$ cat config.mk
export PLATFORM = sky130hd
export DESIGN_NAME = smute_ramp
export DESIGN_NICKNAME = d
export VERILOG_FILES = /design/src/rtl/smute_pkg.sv /design/src/rtl/smute_pacer.sv /design/src/rtl/smute_track.sv /design/src/rtl/smute_scale.sv /design/src/rtl/smute_ramp.sv
export SDC_FILE = /design/constraint.sdc
export NUM_CORES = 1
export LEC_CHECK = 0
export BUFFER_PORTS_ARGS = -buffer_cell sky130_fd_sc_hd__buf_2
export CORE_MARGIN = 3
export CORE_UTILIZATION = 55
export DETAILED_ROUTE_END_ITERATION = 8
export MAX_ROUTING_LAYER = met4
export PLACE_DENSITY = 0.85
export SETUP_SLACK_MARGIN = 0.02
export SLEW_MARGIN = 20
export SYNTH_ARGS = -nofsm -noshare
export SYNTH_HDL_FRONTEND = slang
export SYNTH_SLANG_ARGS = --single-unit
$ cat constraint.sdc
create_clock -name clk -period 7.1 [get_ports clk]
set_input_delay 0.355 -clock clk [delete_from_list [all_inputs] [get_ports clk]]
set_output_delay 0.355 -clock clk [all_outputs]
set_load 0.02 [all_outputs]
$ cat src/rtl/smute_pkg.sv
package smute_pkg;
  typedef enum logic [1:0] {
    SPD_NORMAL = 2'b00,
    SPD_DOUBLE = 2'b01,
    SPD_QUAD   = 2'b10,
    SPD_QUAD_B = 2'b11
  } speed_e;

  // Interval multiplier exponent per speed mode
  function automatic int unsigned speed_shift(speed_e s);
    case (s)
      SPD_NORMAL: return 0;
      SPD_DOUBLE: return 1;
      default:    return 2;
    endcase
  endfunction
endpackage

$ cat src/rtl/smute_pacer.sv
module smute_pacer
  import smute_pkg::*;
#(
  parameter int BASE_IV = 14,
  localparam int MAX_IV = BASE_IV * 4,
  localparam int CNT_W  = $clog2(MAX_IV + 1)
) (
  input  logic       clk,
  input  logic       rst,
  input  logic       stb,
  input  logic       busy,
  input  logic [1:0] speed,
  output logic       step
);
  logic [CNT_W-1:0] cnt;
  logic [CNT_W-1:0] limit;

  always_comb begin
    limit = CNT_W'(BASE_IV << speed_shift(speed_e'(speed)));
    step  = stb && busy && (cnt >= limit - CNT_W'(1));
  end

  always_ff @(posedge clk) begin
    if (rst) begin
      cnt <= '0;
    end else if (stb) begin
      if (!busy || step) cnt <= '0;
      else               cnt <= cnt + CNT_W'(1);
    end
  end


  cnt_bound_chk: assert property (@(posedge clk) disable iff (rst)
    cnt < CNT_W'(MAX_IV));


  cnt_hold_chk: assert property (@(posedge clk) disable iff (rst)
    !$past(stb) |-> $stable(cnt));
endmodule

$ cat src/rtl/smute_track.sv
module smute_track #(
  parameter int LVL_W = 8
) (
  input  logic             clk,
  input  logic             rst,
  input  logic             stb,
  input  logic             mute,
  input  logic [LVL_W-1:0] att,
  input  logic             step,
  output logic [LVL_W-1:0] lvl,
  output logic             busy
);
  logic [LVL_W-1:0] tgt;

  always_comb begin
    tgt  = mute ? '0 : att;
    busy = (lvl != tgt);
  end

  always_ff @(posedge clk) begin
    if (rst)       lvl <= '0;
    else if (step) lvl <= (lvl < tgt) ? lvl + LVL_W'(1) : lvl - LVL_W'(1);
  end


  level_step_chk: assert property (@(posedge clk) disable iff (rst)
    !$stable(lvl) |-> (lvl == $past(lvl) + LVL_W'(1) || lvl == $past(lvl) - LVL_W'(1)));


  level_hold_chk: assert property (@(posedge clk) disable iff (rst)
    !$past(stb) |-> $stable(lvl));


  mute_down_chk: assert property (@(posedge clk) disable iff (rst)
    ($past(mute) && !$stable(lvl)) |-> lvl == $past(lvl) - LVL_W'(1));
endmodule

$ cat src/rtl/smute_scale.sv
module smute_scale #(
  parameter int SMP_W = 24,
  parameter int LVL_W = 8,
  localparam int PW   = SMP_W + LVL_W + 2
) (
  input  logic                    clk,
  input  logic                    rst,
  input  logic                    stb,
  input  logic        [LVL_W-1:0] lvl,
  input  logic signed [SMP_W-1:0] din,
  output logic signed [SMP_W-1:0] dout,
  output logic                    dvld
);
  logic        [LVL_W:0]     gain;
  logic signed [PW-1:0]      din_x, gain_x, prod, rnd, shr;
  logic        [PW-SMP_W:0]  upper;
  logic signed [SMP_W-1:0]   sat;

  always_comb begin
    gain   = {1'b0, lvl} + {{LVL_W{1'b0}}, lvl[LVL_W-1]};
    din_x  = PW'(din);
    gain_x = $signed({{(PW-LVL_W-1){1'b0}}, gain});
    prod   = din_x * gain_x;
    rnd    = prod + $signed(PW'(1) << (LVL_W - 1));
    shr    = rnd >>> LVL_W;
    upper  = shr[PW-1:SMP_W-1];
    if (&upper || ~|upper) sat = shr[SMP_W-1:0];
    else                   sat = {shr[PW-1], {(SMP_W-1){~shr[PW-1]}}};
  end

  always_ff @(posedge clk) begin
    if (rst) begin
      dout <= '0;
      dvld <= 1'b0;
    end else begin
      dvld <= stb;
      if (stb) dout <= sat;
    end
  end


  mute_zero_chk: assert property (@(posedge clk) disable iff (rst)
    ($past(stb) && $past(lvl) == '0) |-> dout == '0);


  unity_pass_chk: assert property (@(posedge clk) disable iff (rst)
    ($past(stb) && $past(lvl) == '1) |-> dout == $past(din));


  vld_pulse_chk: assert property (@(posedge clk) disable iff (rst)
    dvld |-> $past(stb));
endmodule

$ cat src/rtl/smute_ramp.sv
module smute_ramp #(
  parameter int SMP_W   = 24,
  parameter int LVL_W   = 8,
  parameter int BASE_IV = 14
) (
  input  logic                    clk,
  input  logic                    rst,
  input  logic                    mute_req,
  input  logic        [LVL_W-1:0] att_code,
  input  logic        [1:0]       speed_mode,
  input  logic                    frame_stb,
  input  logic signed [SMP_W-1:0] sample_in,
  output logic signed [SMP_W-1:0] sample_out,
  output logic                    sample_vld,
  output logic        [LVL_W-1:0] level
);
  logic step, busy;

  smute_pacer #(.BASE_IV(BASE_IV)) u_pacer (
    .clk(clk), .rst(rst), .stb(frame_stb), .busy(busy),
    .speed(speed_mode), .step(step)
  );

  smute_track #(.LVL_W(LVL_W)) u_track (
    .clk(clk), .rst(rst), .stb(frame_stb), .mute(mute_req),
    .att(att_code), .step(step), .lvl(level), .busy(busy)
  );

  smute_scale #(.SMP_W(SMP_W), .LVL_W(LVL_W)) u_scale (
    .clk(clk), .rst(rst), .stb(frame_stb), .lvl(level),
    .din(sample_in), .dout(sample_out), .dvld(sample_vld)
  );


  reset_state_chk: assert property (@(posedge clk)
    $past(rst) |-> (level == '0 && !sample_vld));
endmodule

==> results.toml <==
[pwr]
powerDensity_nw_per_um2 = 51.7
vdd_drop_max_mv = 0.0994
p_leak_uw = 0.00605

[layout]
fill_cells = 1448
area_growth_pct = 12.4
layout-drive-gt1-share = 0.143
fin_cells = 1485
fin_area_um2 = 11600
antennaDiodeCount = 0
seq_area_um2 = 782
multiInputGateArea_um2 = 8520
finalNetCount = 1591
final_util = 0.637

[cts]
cts_tree = "built"
clkTransAtPathRegs_ns = 0.06
cts_buffers = 5
cts-root-buf = "clkbuf_16"
clk_latency_ns = 0.29
cts.path.max_buffers = 2
cts_num_sinks = 39
htreeDepth = 2

[setup_path]
arrival_ns = 7.10
cp_top_family = "adder cells"
max_stage_delay_ns = 0.57
start_kind = "register"
cpMostUsedCell = "fa_1"
crit-reg2reg-launch = "u_track.lvl[0]"
cp_max_fo = 9
slowest_stage = "fa_1"
cp.required_ns = 7.29
crit_start = "u_track.lvl[0]"
criticalPathCategory = "register to register"
path_buf_inv = 7
worst-path-stages = 28
reg2reg_depth = 28
crit_path_end_kind = "register"

[placed_design]
portBuffers = 70
gp_congestion = 0.911
post-place-ws_ns = -0.0863
post-dp-hpwl_mm = 19.2
dpl.cell_count = 1464
placed_cell_area_um2 = 11000

[detailed_routing]
route.vias.total = 8462
wl_per_cell_um = 18.0
final_antenna_net_count = 0
drtIter0Drc = 544
wirelength_mm = 26.7
viasPerCell = 5.70
dr.pass1.iters = 7
drc = 0

[logic_synthesis]
ys_seq_area_frac = 0.0759
synthFlopType = "dfxtp_1"
async_flop_share = 0
netlist_area_um2 = 10300
synth_seq_cells = 39
synth_cells = 1183
avgSynthCellArea_um2 = 8.69
ys_warn_count = 0
synth_fp_nets = 1519
synth_edf_count = 0
synth_cell_types = 56

[die]
start_util = 0.567
dieArea_um2 = 20400
io_pins = 71
fp.dieW_um = 143
dieHeight_um = 143
core_area_um2 = 18100
num_rows = 49

[global_routing]
first_global_vias = 9009
globalRouteOverflowTotal = 0
grt_pass1_wl_mm = 42.5
antenna_found_initial = 0
grt_max_degree = 38
grt_use_total = 0.264

[sta]
period_minus_slack_ns = 6.91
max_clock_freq_mhz = 145
fin_skew_ns = 0.00323
period_share = 0.974
slew_headroom = 0.402
finalSetupViolCount = 0
worst_slack_ns = 0.188
final_hold_viol_count = 0
max_slew.worst_pin.slew_ns = 0.896
slew_viol_final = 0

[min_path]
hold_depth = 2
hold_path.class = "register to register"
hold_start = "u_scale.dout[23]"

[job]
max-cap-violations = 0

[outcome]
status = "finished clean"
## path summary, 6_finish.rpt
kind / endpoint / slack (ns)
hold reg to reg: u_scale.dout[23] / 0.48
setup reg to reg: u_scale.dout[0] / 0.19
hold / removal: u_scale.dout[23] / 0.48
setup / recovery: u_scale.dout[0] / 0.19
## layout make-up
class	count	area share
sequential	39	0.0677
multi-input combinational	851	0.737
timing repair buffer	117	0.0776
inverter	241	0.0783
clock inverter	3	0.00379
tap	229	0.0248
clock buffer	5	0.0108
## logic make-up (layout without fill, tap and decap cells)
group	count (synthesis)	after routing	share of synthesized area
AND/OR/NAND/NOR	356	356	0.170
adder cells (fa/ha/maj)	298	298	0.493
buffers and inverters	295	366	0.113
AO/OA/AOI/OAI	147	148	0.106
XOR/XNOR	43	44	0.0366
flip-flops	39	39	0.0759
multiplexers	5	5	0.00487
## sequential cells by signal (all words and copies together) (netlist names)
signal / flops
u_scale.dvld: 1
u_track.lvl: 8
u_scale.dout: 24
u_pacer.cnt: 6
## where the power goes
group | total [uW] | internal, uW | switching (uW) | leakage (uW)
logic | 102 | 36.4 | 65.9 | 0.00564
clock network | 261 | 166 | 95.6 | 0.0000838
registers | 234 | 227 | 6.70 | 0.000320
total | 597 | 429 | 168 | 0.00605
## cell usage in the layout (no fill, tap or decap), types with 22 or more instances in the layout
cell type  Yosys  final
and2_1        68     68
xnor2_1       30     26
nand2_1      144    144
nor2b_1       29     29
buf_2          4     70
buf_4          1     32
a21oi_1       29     28
nor2_1        51     50
dfxtp_1       39     38
inv_1        241    241
fa_1         179    178
ha_1         119    117
a211oi_2      22     22
## through the flow
step | total power [uW] | setup TNS [ns] | hold slack, ns
floorplan | 296 | 0 | 0.480
detailed placement | 331 | -1.50 | 0.479
finish | 597 | 0 | 0.484
global route | 613 | -0.438 | 0.530
global placement | 328 | -5.30 | 0.477
CTS | 587 | 0 | 0.487
## routing by layer
metal  track usage  vias to the layer above  routed length [um]
met4        0.0700                        0                 877
met1         0.315                     4187               10400
met2         0.471                      376               13700
met5             -                        -                   0
met3        0.0348                       88                1690
li1              -                     3811                   -
## worst reg2reg max path, delay by kind of cell (launching register included)
kind	cells	cell delay [ns]
fa+ha+maj	8	3.14
buf+inv	7	0.77
flops	1	0.34
simple gates	3	0.33
compound gates	9	2.02
xor+xnor	1	0.23
## cell usage after synthesis (all sizes together) (11+ instances only)
master  count  area, um2
nand2     144        541
ha        119       1490
dfxtp      39        781
xnor2      30        263
fa        179       3580
a21oi      31        163
inv       241        905
nand2b     12       75.1
nor2b      29        181
a21o       15        113
xor2       13        114
o21ai      36        188
and2       68        425
nand3      11       55.1
buf        25        148
nand4      11       83.8
a211oi     29        340
nor2       51        191
clkbuf     29        109
## timing repair
action	CTS	global route
resized for setup	4	16
setup buffers	0	7
pin swaps	2	8
gates cloned	2	4
hold buffers	0	0
setup endpoints to repair	23	24
(Power assumes the default switching activity.)
